## src/rtl/adc_bridge_pkg.sv

```systemverilog
package adc_bridge_pkg;
  typedef struct packed {
    logic start;
    logic fetch;
    logic select;
  } port_hit_t;
endpackage

```

## src/rtl/abr_decode.sv

```systemverilog
module abr_decode
  import adc_bridge_pkg::*;
#(
  parameter int ADDR_W     = 4,
  parameter int START_PORT = 0,
  parameter int DATA_PORT  = 1,
  parameter int SEL_PORT   = 2
) (
  input  logic              strobe,
  input  logic              rw,
  input  logic [ADDR_W-1:0] addr,
  output port_hit_t         hit
);
  always_comb begin
    hit        = '0;
    hit.start  = strobe && !rw && (addr == ADDR_W'(START_PORT));
    hit.fetch  = strobe &&  rw && (addr == ADDR_W'(DATA_PORT));
    hit.select = strobe && !rw && (addr == ADDR_W'(SEL_PORT));
  end
endmodule

```

## src/rtl/abr_start_pulse.sv

```systemverilog
module abr_start_pulse #(
  parameter int PULSE_CYC = 26
) (
  input  logic clk,
  input  logic rst_n,
  input  logic start_req,
  output logic conv_n
);
  localparam int CNT_W = $clog2(PULSE_CYC + 1);

  logic [CNT_W-1:0] cnt_q, cnt_d;
  logic             conv_n_q, conv_n_d;
  logic             busy;

  assign busy = (cnt_q != '0);

  always_comb begin
    cnt_d = cnt_q;
    if (start_req && !busy) begin
      cnt_d = CNT_W'(PULSE_CYC);
    end else if (busy) begin
      cnt_d = cnt_q - CNT_W'(1);
    end
    conv_n_d = (cnt_d == '0);
  end

  always_ff @(posedge clk or negedge rst_n) begin
    if (!rst_n) begin
      cnt_q    <= '0;
      conv_n_q <= 1'b1;
    end else begin
      cnt_q    <= cnt_d;
      conv_n_q <= conv_n_d;
    end
  end

  assign conv_n = conv_n_q;

  // Independent low-time counter used only by the checks below.
  logic [CNT_W:0] low_run;
  always_ff @(posedge clk or negedge rst_n) begin
    if (!rst_n)        low_run <= '0;
    else if (!conv_n_q) low_run <= low_run + 1'b1;
    else               low_run <= '0;
  end

  p_pulse_width_r2: assert property (@(posedge clk) disable iff (!rst_n)
    $rose(conv_n_q) |-> (low_run == (CNT_W+1)'(PULSE_CYC)));

  p_fall_needs_req_r3: assert property (@(posedge clk) disable iff (!rst_n)
    $fell(conv_n_q) |-> $past(start_req));

  p_no_overrun_r3: assert property (@(posedge clk) disable iff (!rst_n)
    low_run <= (CNT_W+1)'(PULSE_CYC));
endmodule

```

## src/rtl/abr_chan_latch.sv

```systemverilog
module abr_chan_latch (
  input  logic clk,
  input  logic rst_n,
  input  logic load,
  input  logic sel_bit,
  output logic chan
);
  logic chan_q, chan_d;

  always_comb begin
    chan_d = chan_q;
    if (load) chan_d = sel_bit;
  end

  always_ff @(posedge clk or negedge rst_n) begin
    if (!rst_n) chan_q <= 1'b0;
    else        chan_q <= chan_d;
  end

  assign chan = chan_q;

  p_sel_hold_r4: assert property (@(posedge clk) disable iff (!rst_n)
    !load |=> $stable(chan_q));

  p_sel_load_r4: assert property (@(posedge clk) disable iff (!rst_n)
    load |=> (chan_q == $past(sel_bit)));
endmodule

```

## src/rtl/adc_pair_bridge.sv

```systemverilog
module adc_pair_bridge
  import adc_bridge_pkg::*;
#(
  parameter int ADDR_W     = 4,
  parameter int BUS_W      = 32,
  parameter int SAMPLE_W   = 12,
  parameter int START_PORT = 0,
  parameter int DATA_PORT  = 1,
  parameter int SEL_PORT   = 2,
  parameter int PULSE_CYC  = 26
) (
  input  logic                clk,
  input  logic                rst_n,
  input  logic                bus_strobe,
  input  logic                bus_rw,
  input  logic [ADDR_W-1:0]   bus_addr,
  input  logic [BUS_W-1:0]    bus_wdata,
  output logic [BUS_W-1:0]    bus_rdata,
  input  logic [SAMPLE_W-1:0] adc0_data,
  input  logic [SAMPLE_W-1:0] adc1_data,
  output logic                conv_start_n,
  output logic                adc_cs_n,
  output logic                adc_rd_n,
  output logic                chan_pair
);
  localparam int LANES  = 2;
  localparam int LANE_W = BUS_W / LANES;
  localparam int PAD_W  = LANE_W - SAMPLE_W;

  // Reset: asserted asynchronously, released after two clocks.
  logic [1:0] rst_sync;
  logic       rst_int_n;
  always_ff @(posedge clk or negedge rst_n) begin
    if (!rst_n) rst_sync <= 2'b00;
    else        rst_sync <= {rst_sync[0], 1'b1};
  end
  assign rst_int_n = rst_sync[1];

  port_hit_t hit;

  abr_decode #(
    .ADDR_W(ADDR_W), .START_PORT(START_PORT),
    .DATA_PORT(DATA_PORT), .SEL_PORT(SEL_PORT)
  ) u_dec (
    .strobe(bus_strobe), .rw(bus_rw), .addr(bus_addr), .hit(hit)
  );

  abr_start_pulse #(.PULSE_CYC(PULSE_CYC)) u_pulse (
    .clk(clk), .rst_n(rst_int_n), .start_req(hit.start), .conv_n(conv_start_n)
  );

  abr_chan_latch u_chan (
    .clk(clk), .rst_n(rst_int_n), .load(hit.select),
    .sel_bit(bus_wdata[0]), .chan(chan_pair)
  );

  logic unused_wdata;
  assign unused_wdata = ^bus_wdata[BUS_W-1:1];

  // Shared read strobes come from the single decoded data port.
  assign adc_cs_n = !hit.fetch;
  assign adc_rd_n = !hit.fetch;

  logic [SAMPLE_W-1:0] lane_src [LANES];
  assign lane_src[0] = adc0_data;
  assign lane_src[1] = adc1_data;

  for (genvar g = 0; g < LANES; g++) begin : g_lane
    assign bus_rdata[g*LANE_W +: LANE_W] =
      hit.fetch ? {{PAD_W{1'b0}}, lane_src[g]} : '0;
  end

  p_decode_onehot_r7: assert property (@(posedge clk) disable iff (!rst_int_n)
    $onehot0({hit.start, hit.fetch, hit.select}));

  p_strobe_pair_r5: assert property (@(posedge clk) disable iff (!rst_int_n)
    adc_cs_n == adc_rd_n);

  p_pad_zero_r6: assert property (@(posedge clk) disable iff (!rst_int_n)
    (bus_rdata[LANE_W-1:SAMPLE_W] == '0) && (bus_rdata[BUS_W-1:LANE_W+SAMPLE_W] == '0));

  p_idle_rdata_r6: assert property (@(posedge clk) disable iff (!rst_int_n)
    adc_cs_n |-> (bus_rdata == '0));

  p_idle_strobe_r8: assert property (@(posedge clk) disable iff (!rst_int_n)
    !bus_strobe |-> (adc_cs_n && adc_rd_n));
endmodule

```

## config.mk

```make
export PLATFORM = sky130hd
export DESIGN_NAME = adc_pair_bridge
export DESIGN_NICKNAME = d
export VERILOG_FILES = /design/src/rtl/adc_bridge_pkg.sv /design/src/rtl/abr_decode.sv /design/src/rtl/abr_start_pulse.sv /design/src/rtl/abr_chan_latch.sv /design/src/rtl/adc_pair_bridge.sv
export SDC_FILE = /design/constraint.sdc
export NUM_CORES = 1
export LEC_CHECK = 0
export ABC_AREA = 1
export BUFFER_PORTS_ARGS = -buffer_cell sky130_fd_sc_hd__buf_2
export CAP_MARGIN = 20
export CORE_MARGIN = 1
export CORE_UTILIZATION = 34
export CTS_CLUSTER_DIAMETER = 60
export CTS_CLUSTER_SIZE = 16
export DETAILED_ROUTE_END_ITERATION = 8
export GPL_TIMING_DRIVEN = 0
export PLACE_DENSITY = 0.86
export SYNTH_ARGS = -nofsm -noshare
export SYNTH_HDL_FRONTEND = slang
export SYNTH_HIERARCHICAL = 1
export SYNTH_SLANG_ARGS = --single-unit
export TNS_END_PERCENT = 50
```

## constraint.sdc

```tcl
create_clock -name clk -period 3.18 [get_ports clk]
set_input_delay 0.636 -clock clk [delete_from_list [all_inputs] [get_ports clk]]
set_output_delay 0.636 -clock clk [all_outputs]
set_load 0.005 [all_outputs]
```

==> metrics list, run 1 <==
* Status: complete, no violations
- Die outline area: 0.002458 sq mm
- In this run the count of I/O pins placed on the die edge is 100.
- CTS built an H-tree with a depth of 1.
* Area of the placeable core: 0.002042 sq mm
* Setup violations, final: 0
* Cts hold-fix bufs: 0
- In the post-synthesis netlist, the biggest area contributors are sky130_fd_sc_hd__dfrtp_1 26%, sky130_fd_sc_hd__nand2_1 20%, sky130_fd_sc_hd__inv_1 16%.
* Cell class contributing the biggest share of worst-path delay: buffers and inverters
* Endpoint type of the worst setup path: primary output
- Cell-by-cell trace of the critical path: buf_2, nor2_1, nand2_1, nor2_1, buf_6, buf_6, inv_1, buf_4, buf_2
- Leaving out fill and tap cells, the most frequent cell in the layout is sky130_fd_sc_hd__buf_2.
- Compared with the post-synthesis result, the final layout area differs by 50.24%.
- After synthesis, the largest area contributor takes up 26.02% of total cell area.
- Worst Clk Skew: roughly 0.0017 ns
- Routed wire per std cell: about 7.5 um
- Max-cap check violation count: 0
- Share of final-layout standard cells stronger than drive strength 1: 44.33%
* Crit path from: bus_addr[3]
- Data arrival time of the worst path: approximately 1.6 ns
- Counting the fill cells in the layout gives 206.
- The sequential cells in the finished layout cover a total of 226.5 sq um.
- CTS root buf: sky130_fd_sc_hd__clkbuf_4
* Worst r2r src: u_pulse/cnt_q[0]
- Horizontal die dimension: 49.58 um
- The synthesized netlist occupies a cell area of ~770 sq um.
- The final route contains 863 vias.
- Leakage power: between 0.0008 and 0.0009 uW
- Longest individual stage delay on the worst path: 0.14 ns
- Measured in cells, the most critical reg-to-reg path has a length of 8.
- No sink is reached through more buffers than the 2 on the longest clock path.
- The first global-routing pass estimated 2.884 mm of wire.
- Per-cell via count in the routed design: between 3 and 4
- Number of max-slew violations in the final report: 0
- The final hold violation count came to 0.
- Synthesized area per cell: 6.256 sq um
- After synthesis the netlist holds a flip-flop and latch count of 9.
- For this run, the top clock speed supported by timing is roughly 450 MHz.
- Among all stages on the critical path, the largest delay is contributed by sky130_fd_sc_hd__buf_6.
- Maximum net fanout on the critical path: 10
- Fraction of the core area covered by cells at the end of the flow: 56.62%
* Count of cells resized by post-cts repair: 0
- After clock tree synthesis, the clock-pin slew on the worst setup and hold paths is 0.05 ns.
- CTS tree: built
- The clock reaches the later pin of the worst-skew pair after 0.25 ns.
- For this design the ratio of total power to cell area is 441.5 mW/mm^2.
- Of the synthesized area, sequential elements account for a little under 30%.
* Post-CTS Setup Repair Bufs: 0
- Entering global routing, the biggest net connects 11 pins.
- Count of antenna diodes in the layout: 0
- After layout, the minimum clock period comes to around 2.2 ns.
- The worst register-to-register path ends at u_pulse/conv_n.
* Setup repair after global routing missed its margin: no
* Number of routed nets with antenna violations: 0
- The number of clock buffers added by TritonCTS is 3.
* Most used cells in the layout excluding fill and tap cells: 60 x sky130_fd_sc_hd__buf_2, 41 x sky130_fd_sc_hd__nand2_1, 33 x sky130_fd_sc_hd__inv_1
- Worst Hold Class: reg -> async
- Routability-driven placement finished with a final weighted congestion of 0.8427.
* Period Utilization, post-route: between 60 and 70%
* Count of mapped cells out of synthesis: 123
* CTS sink cnt: 9
- Area used by multi-input combinational logic: 336.6 sq um
- Reg2reg setup slack: 1.85 ns
- Synth unique cells: 19
* NumNets Final: 260
* Via count of the first global-routing pass: 771
* Startpoint kind of the worst setup timing path: input port
* Number of detailed-route iterations in the first pass: 4
* PortBufs: 60
- Cell taking the most area after synthesis: sky130_fd_sc_hd__dfrtp_1
- At the worst endpoint, the required time is 2.54 ns.
- IR analysis of the VDD net gives a maximum drop of 0.4173 mV.
- Class of the most critical setup path: in -> out
* Initial antenna violation count: 0
* Post-detailed-placement half-perimeter wirelength: 1.450 mm
- The floorplan has 16 rows.
* Remaining Overflow, GRT: 0
* Total Routed Length: 1.666 mm
- Count of synthesis-stage warnings from yosys: 6
- Buffering stage count on the worst path with inverters included: 6
- In the routed design, unresolved DRC markers number 0.
* First-iteration detailed-routing DRC count: 7
- Total Neg Setup Slack: 0 ns
- The tightest hold path in the finished design has a slack of 0.1015 ns.
- Total power draw: ~510 uW
- Total Routing Usage GR: 15.32%
- Die Y-Extent: 49.58 um
- Starting density of the core: 37.68%
-- where the power goes --
part	switching [uW]	internal [uW]	total, uW	leakage (uW)
clock network	34.3	48.0	82.3	0.0000150
logic	146	104	250	0.000762
registers	25.6	152	178	0.000108
total	206	304	510	0.000885
-- final cells by class --
class | instances | area share (%)
clock buffer | 4 | 2.273
multi-input combinational | 74 | 29.11
tap | 27 | 2.922
sequential | 9 | 19.59
buffer | 12 | 8.766
inverter | 35 | 11.36
timing repair buffer | 60 | 25.97
-- cells in the mapped netlist --
library cell	number
sky130_fd_sc_hd__inv_1	33
sky130_fd_sc_hd__buf_4	9
sky130_fd_sc_hd__nand2_4	1
sky130_fd_sc_hd__dfstp_2	1
sky130_fd_sc_hd__nand2_1	41
sky130_fd_sc_hd__nor2_2	3
sky130_fd_sc_hd__buf_6	3
sky130_fd_sc_hd__xor2_1	1
sky130_fd_sc_hd__ha_1	1
sky130_fd_sc_hd__nand2_2	2
sky130_fd_sc_hd__nand3_2	1
sky130_fd_sc_hd__conb_1	2
sky130_fd_sc_hd__nor2_4	1
sky130_fd_sc_hd__nand4_1	3
sky130_fd_sc_hd__dfrtp_1	8
sky130_fd_sc_hd__o21ai_1	1
sky130_fd_sc_hd__nor2_1	9
sky130_fd_sc_hd__inv_2	2
sky130_fd_sc_hd__or2_0	1
-- sequential cells by signal, summed over array words and instances, names as in the netlist --
name and flops:
u_pulse/conv_n 1, u_chan/chan 1, u_pulse/cnt_q 5, rst_sync 2
-- logic make-up (layout without fill, tap and decap cells) --
kind of cell | count (synthesis) | after routing | synth area share (%)
xor gates and xnor gates | 1 | 1 | 1.138
DFF | 9 | 9 | 29.43
buffers and inverters | 47 | 111 | 30.24
other | 2 | 9 | 0.9760
and+or+nand+nor | 62 | 62 | 35.94
AOI/OAI and AO/OA | 1 | 1 | 0.6498
adders and majority gates | 1 | 1 | 1.626
-- worst max-delay path by stage --
stage,slack [ns],depth (start not counted),end
floorplan,1.21,7,adc_rd_n
global placement,0.94,9,adc_rd_n
detailed placement,0.94,9,adc_rd_n
CTS,0.94,9,adc_rd_n
global route,0.82,9,adc_rd_n
finish,0.96,9,adc_rd_n
-- through the flow --
step / setup slack, ns / instances / instance area, sq um
2_1_floorplan: 1.209 / 130 / 795.8
3_3_place_gp: 0.9436 / 217 / 1130
3_5_place_dp: 0.9441 / 217 / 1130
4_1_cts: 0.9430 / 221 / 1156
5_1_grt: 0.8155 / 221 / 1156
6_report: 0.9591 / 221 / 1156
-- per-layer routing --
metal	GRT usage, %	vias to the layer above	part of all wire, %
met1	13.09	354	36
met5	0	-	0
met2	29.95	42	51
li1	-	465	-
met4	10.00	0	1.0
met3	4.321	2	12
(Power assumes the default switching activity.)
==> run 2: changes to the inputs <==
Settings changed: CORE_UTILIZATION 34 to 31, PLACE_DENSITY 0.86 to 0.79.
Clock period 3.18 ns to 2.2 ns, I/O delays scaled along.
==> metrics list, run 2 (same netlist as run 1, synthesis figures left out) <==
* Worst Path Required: 1.76 ns
* Status: complete, no violations
- Post-CTS Setup Repair Bufs: 0
- Registers with the highest flip-flop counts: u_pulse/cnt_q (5), rst_sync (2)
- The top cell types in the final layout, fill and taps aside, are 60 x sky130_fd_sc_hd__buf_2, 41 x sky130_fd_sc_hd__nand2_1, 33 x sky130_fd_sc_hd__inv_1.
- Maximum level of the CTS H-tree: 1
* Maximum vdd ir drop: between 0.5 and 0.6 mV
- At the later pin of the worst-skew pair, clock insertion delay measures 0.25 ns.
* Most common cell after layout, fill and taps aside: sky130_fd_sc_hd__buf_2
* CTS sink cnt: 9
* Horizontal die dimension: 51.82 um
- The startpoint identified for the worst register-to-register timing path is u_pulse/cnt_q[0].
* Routed wire per std cell: 8.054 um
* Count of antenna diodes in the layout: 0
- Reg2reg setup slack: between 0.8 and 0.9 ns
* CTS tree: built
- More flip-flops sit in one register than any other, and that register is u_pulse/cnt_q.
- During I/O placement, the number of pins put on the boundary was 100.
- The longest clock path from root to sink contains 2 buffers.
- Remaining Overflow, GRT: 0
* Max-cap check violation count: 0
- For this run, the total global-route usage over all layers was measured as 13.80%.
- The floorplan step set the die height to 51.82 um.
- After filler insertion, the fill cell instance count of the layout stands at 244.
* PortBufs: 60
- Walking the worst path, the cells encountered are buf_2, nor2_1, nand2_1, nor2_1, buf_6, buf_6, inv_1, buf_4, buf_2.
- Summed over all cells, the static leakage comes to 0.0008895 uW.
- First-iteration detailed-routing DRC count: 7
- The initial antenna violation count is 0.
- The floorplan step defined a die boundary enclosing about 0.0027 sq mm.
* Count of cells resized by post-cts repair: 0
* Worst Hold Class: reg -> async
- Standard cell with the maximum stage delay on the critical path: sky130_fd_sc_hd__buf_6
- Dividing total power by cell area gives a power density of around 640 mW/mm^2.
- Longest individual stage delay on the worst path: about 0.14 ns
* First-pass GRT wire length: 2.746 mm
- Period Utilization, post-route: 82.70%
* CTS root buf: sky130_fd_sc_hd__clkbuf_4
- The region available for standard cell placement spans 0.002276 sq mm.
* Register area: 226.5 sq um
- The worst path needs 1.819 ns of the cycle, external delays included.
- The via count of the first global-routing pass came to approximately 730.
* Total Neg Setup Slack: 0 ns
* Setup violations, final: 0
- Class of the most critical setup path: in -> out
* Pin count of the biggest net entering global routing: 11
- CTS clk-pin slew, worst paths: 0.06 ns
- Placement row count: 17
* Endpoint type of the worst setup path: primary output
* Number of routed nets with antenna violations: 0
- Maximum net fanout on the critical path: 10
* Crit path from: bus_addr[3]
- Data arrival time of the worst path: 1.38 ns
- Cells with a size suffix above 1 make up about 44% of the layout.
- Once the floorplan was initialized, standard cells occupied approximately 34% of the core.
- Per-cell via count in the routed design: between 3 and 4
- Summing over every cut layer, the via total after detailed routing is 853.
* Number of detailed-route iterations in the first pass: 3
- Worst Clk Skew: 0.002677 ns
* Final RePlAce weighted congestion: 0.8683
- The final layout contains routed wiring with a total length of 1.796 mm.
- Startpoint kind of the worst setup timing path: input port
- TritonCTS buffer count: 3
- The tightest hold path in the finished design has a slack of slightly above 0.1 ns.
- NumNets Final: 261
- Setup repair after global routing missed its margin: no
* Fmax: 549.6 MHz
* Number of max-slew violations in the final report: 0
- Area used by multi-input combinational logic: roughly 340 sq um
- Relative to the synthesized area, the layout overhead comes to 51.71%.
- In the routed design, unresolved DRC markers number 0.
- The register with the most flip-flops in the layout has 5 of them.
* Number of hold violations in the final report: 0
- Detailed placement finished with a half-perimeter wire length of 1.539 mm.
## run 2: path summary, 6_finish.rpt
| path | endpoint | cells past startpoint |
|---|---|---|
| setup / recovery | adc_rd_n | 9 |
| hold / removal | u_pulse/cnt_q[3] | 0 |
| setup reg to reg | u_pulse/conv_n | 8 |
| hold reg to reg | u_pulse/cnt_q[3] | 0 |
| max in group asynchronous | rst_sync[0] | 2 |
| min in group clk | rst_sync[1] | 0 |
## run 2: timing repair
item,CTS,global route
hold buffers,1,0
endpoints found under the setup margin,0,0
endpoints found under the hold margin,2,0
## run 2: layout make-up
| cell class | instances | area share, % |
|---|---|---|
| multi-input cells | 74 | 28.83 |
| flip-flops and latches | 9 | 19.40 |
| repair buffers | 61 | 26.58 |
| plain buffers | 12 | 8.682 |
| well taps | 28 | 3.001 |
| inverters | 35 | 11.25 |
| clock buffers | 4 | 2.251 |
## run 2: through the flow
| stage | util (%) | instances | instance area (sq um) | setup slack (ns) | total power, uW |
|---|---|---|---|---|---|
| 2_1_floorplan | - | 130 | 795.8 | 0.6212 | 539.7 |
| 3_3_place_gp | 49.70 | 218 | 1131 | 0.3683 | 615.0 |
| 3_5_place_dp | 49.70 | 218 | 1131 | 0.3672 | 625.3 |
| 4_1_cts | 51.29 | 223 | 1167 | 0.3674 | 759.0 |
| 5_1_grt | 51.29 | 223 | 1167 | 0.2201 | 819.9 |
| 6_report | 51.29 | 223 | 1167 | 0.3806 | 748.5 |
## run 2: metal layers
layer	wire, um	GRT usage (%)	share of wire, %
met5	0	0	0
met1	639	11.69	36
met2	928	28.42	52
met3	216	3.509	12
met4	10	6.757	0.56
## run 2: power breakdown
part           switching, uW  internal (uW)  total [uW]  leakage (uW)
Clock                   49.7           69.4         119     0.0000150
Sequential              37.2            220         258      0.000108
Combinational            220            152         372      0.000767
Total                    307            441         748      0.000889
## run 2: worst max-delay path: cells and delay by family
kind	cells	cell delay, ns
buffers and inverters	6	0.64
AND/OR/NAND/NOR	3	0.30
==> run 3: changes to the inputs <==
Settings changed: ABC_AREA 1 to 0, PLACE_DENSITY 0.79 to 0.8.
Clock period 2.2 ns to 1.78 ns, I/O delays scaled along.
==> metrics list, run 3 <==
- Yosys mapped a number of flops with a built-in enable equal to 0.
* Area of the placeable core: between 0.002 and 0.0025 sq mm
- Pin placement for this block handled 100 I/O pins.
- Sequential-to-total area share from yosys stat: 29.87%
- Detailed-route wire length on metal 1: 776 um
- After detailed routing, the number of remaining DRC violations is 0.
- VDD sags by at most 0.6606 mV.
- Reg2Reg Depth: 7
- Final RePlAce weighted congestion: 0.8465
* Met3 wire length: 208 um
- In this run the critical register-to-register path is launched from u_pulse/cnt_q[0].
* Fraction of registers with async set or reset after synthesis: 100.0%
- TritonCTS buffer count: 3
- Growth of design area from synthesis to finish: 71.95%
- Placed cell area: 0.001127 sq mm
* Data arrival time of the worst path: 1.57 ns
* Cell taking the most area after synthesis: sky130_fd_sc_hd__dfrtp_1
- Summed over all layers, the global routing overflow is 0.
- The die covers 0.002648 sq mm.
* Period Utilization, post-route: 108.2%
- The internal power of the cells totals 614.3 uW.
* Most used DFF post-synth: sky130_fd_sc_hd__dfrtp_1
- Total Routed Length: 2.208 mm
* First-iteration detailed-routing DRC count: 8
- Including well taps, the total number of placed cells is 183.
- Number of hold violations in the final report: 0
- STA classifies the critical path startpoint as an input port.
- Power spread over the standard cell area amounts to 756.7 mW/mm^2.
* Registers with the highest flip-flop counts: u_pulse/cnt_q (5), rst_sync (2)
- Combined area of all synthesized cells: 758.2 sq um
* CTS tree: built
* Worst Hold Class: reg -> async
* First-pass GRT wire length: 3.346 mm
- Of the total power, registers draw 34.6%.
- Placement row count: 17
- Before antenna repair, the detailed router went through 4 iterations.
* Maximum level of the CTS H-tree: 1
- Synthesized area per cell: around 8.6 sq um
- Dividing the detail-routed via count by the number of cells gives 4.508.
* CTS Buffer Depth: 2
- For this configuration, the core starts out at a cell density of between 30% and 40%.
- Subtracting the final worst setup slack from the clock period gives between 1.5 and 2 ns.
- The initial antenna violation count was 0.
- Combinational logic burns 50.6% of the power.
- Share of total power consumed by net switching: between 30 and 40%
- In this run the horizontal extent of the chip is 51.46 um.
- Once layout is complete, the cells apart from fillers number roughly 190.
- After clock tree synthesis, the clock-pin slew on the worst setup and hold paths is 0.05 ns.
* Area contributors post-synth: sky130_fd_sc_hd__dfrtp_1 26%, sky130_fd_sc_hd__and2_2 11%, sky130_fd_sc_hd__and2_1 11%
- At the later pin of the worst-skew pair, clock insertion delay measures 0.25 ns.
- Total Routing Usage GR: 17.13%
* Endpoint type of the worst setup path: primary output
- After synthesis, the largest area contributor takes up 26.40% of total cell area.
- Uppermost layer routed: met4
- Dividing the detail-routed wire length by the instance count gives roughly 12 um.
* NumNets Final: approximately 230
- Number of routed nets with antenna violations: 0
- Setup repair after global routing missed its margin: yes
- Yosys printed 6 warnings.
* Crit path from: bus_addr[1]
- The tightest hold path in the finished design has a slack of roughly 0.10 ns.
- Most common cell after layout, fill and taps aside: sky130_fd_sc_hd__buf_2
- The floorplan step set the die height to ~51 um.
* Worst Clk Skew: 0.0008516 ns
- Count of antenna diodes in the layout: 0
* Capturing instance or port of the critical path: bus_rdata[5]
* Synth unique cells: 29
* Maximum net fanout on the critical path: 10
* Final Cell Area: 0.001304 sq mm
- Fmax: 519.1 MHz
* Post-detailed-placement half-perimeter wirelength: 1.591 mm
- CTS root buf: sky130_fd_sc_hd__clkbuf_4
* Class of the most critical setup path: in -> out
- Once routing completed, OpenROAD measured the worst setup slack at -0.1465 ns.
* Number of max-slew violations in the final report: 0
- Register bit total from synthesis: 9
* Most instantiated library cell after synthesis: sky130_fd_sc_hd__and2_1
- Across the run, the number of max-cap violations was 0.
- In the layout the commonest cells are 47 x sky130_fd_sc_hd__buf_2, 19 x sky130_fd_sc_hd__buf_6, 11 x sky130_fd_sc_hd__and2_1, 10 x sky130_fd_sc_hd__and2_4.
- Worst flop-to-flop path endpoint: u_pulse/conv_n
- Count of mapped cells out of synthesis: 88
- Violations in the final reports: negative setup slack
* Leakage power: slightly above 0.0007 uW
* Synth cell count leaders: 13 x sky130_fd_sc_hd__and2_1, 11 x sky130_fd_sc_hd__and2_2, 9 x sky130_fd_sc_hd__buf_4, 8 x sky130_fd_sc_hd__dfrtp_1, 7 x sky130_fd_sc_hd__nor2_1
- Clock network fraction of total power: roughly 15%
- PortBufs: 60
- The routed layout has 861 vias.
- The setup check on the worst reg-to-reg path leaves a slack of 0.10 ns.
- The register with the most flip-flops in the layout has 5 of them.
- Status: finished with violations
- At the worst endpoint, the required time is 1.42 ns.
* Reg with most FFs: u_pulse/cnt_q
* CTS sink cnt: 9
- Setup violations remaining at the end of the flow were counted as 26.
- Net switching power of the design: 372.3 uW
- Entering global routing, the biggest net connects 11 pins.
- Share of final-layout standard cells stronger than drive strength 1: a little over three fifths
* Via count of the first global-routing pass: 806
- Detailed routing placed a total of 1.183 mm of wire on met2.
run 3: power groups by stage:
| stage | Clock, uW | Sequential, uW | Combinational, uW |
|---|---|---|---|
| 3_5_place_dp | 0 | 340 | 474 |
| 6_report | 146 | 341 | 499 |
| 3_3_place_gp | 0 | 335 | 451 |
| 2_1_floorplan | 0 | 330 | 356 |
| 4_1_cts | 158 | 339 | 486 |
| 5_1_grt | 164 | 350 | 556 |
run 3: final cells by class:
cell class / count / area, sq um
multi-input combinational: 67 / 459.2
inverter: 6 / 25.02
timing repair buffer: 64 / 421.7
tap: 28 / 35.03
sequential: 9 / 226.5
clock buffer: 4 / 26.28
fill: 195 / 950.9
buffer: 13 / 110.1
run 3: critical path: stages:
cell and delay [ns]:
sky130_fd_sc_hd__buf_6 0.09, sky130_fd_sc_hd__or4b_4 0.55, sky130_fd_sc_hd__nor2_4 0.17, sky130_fd_sc_hd__buf_6 0.15, sky130_fd_sc_hd__and2_1 0.13, sky130_fd_sc_hd__buf_2 0.12
run 3: logic make-up (layout without fill, tap and decap cells):
| logic type | count (synthesis) | after routing | share of synthesized area [%] |
|---|---|---|---|
| AO/OA/AOI/OAI | 8 | 8 | 7.095 |
| XOR/XNOR | 1 | 1 | 1.155 |
| adder cells (fa/ha/maj) | 1 | 1 | 1.650 |
| buffers and inverters | 19 | 87 | 16.83 |
| flip-flops | 9 | 9 | 29.87 |
| multiplexers | 1 | 1 | 1.980 |
| other | 2 | 9 | 0.9905 |
| AND/OR/NAND/NOR | 47 | 47 | 40.43 |
run 3: worst min path at each step:
stage                  endpoint  slack [ns]  cells after the start
2_1_floorplan       rst_sync[0]        0.06                      0
5_1_grt        u_pulse/cnt_q[4]        0.13                      0
3_5_place_dp        u_chan/chan        0.11                      0
4_1_cts             u_chan/chan        0.11                      0
6_report       u_pulse/cnt_q[4]        0.10                      0
3_3_place_gp        u_chan/chan        0.10                      0
run 3: stage by stage:
stage                     TNS, ns  setup WS, ns  total power [uW]  util, %
after floorplan                 0       0.01315             686.3        -
after detailed placement   -4.705       -0.2531             814.2    50.00
after global routing       -4.211       -0.1870              1071    57.82
after CTS                  -3.468       -0.1504             982.6    55.60
after global placement     -4.110       -0.2308             785.5    50.00
final                      -2.865       -0.1465             986.6    57.82
run 3: timing repair:
item,in CTS,in global routing
resized for setup,17,15
cloned,1,0
pin swaps,2,1
buffers inserted,2,0
hold endpoints to repair,2,0
hold buffers,1,0
endpoints found under the setup margin,26,30
run 3: per-layer routing:
metal  GRT usage (%)  vias up
li1                -      416
met1           15.48      388
met2           33.33       51
met3           4.762        6
met4           9.459        0
met5               0        -
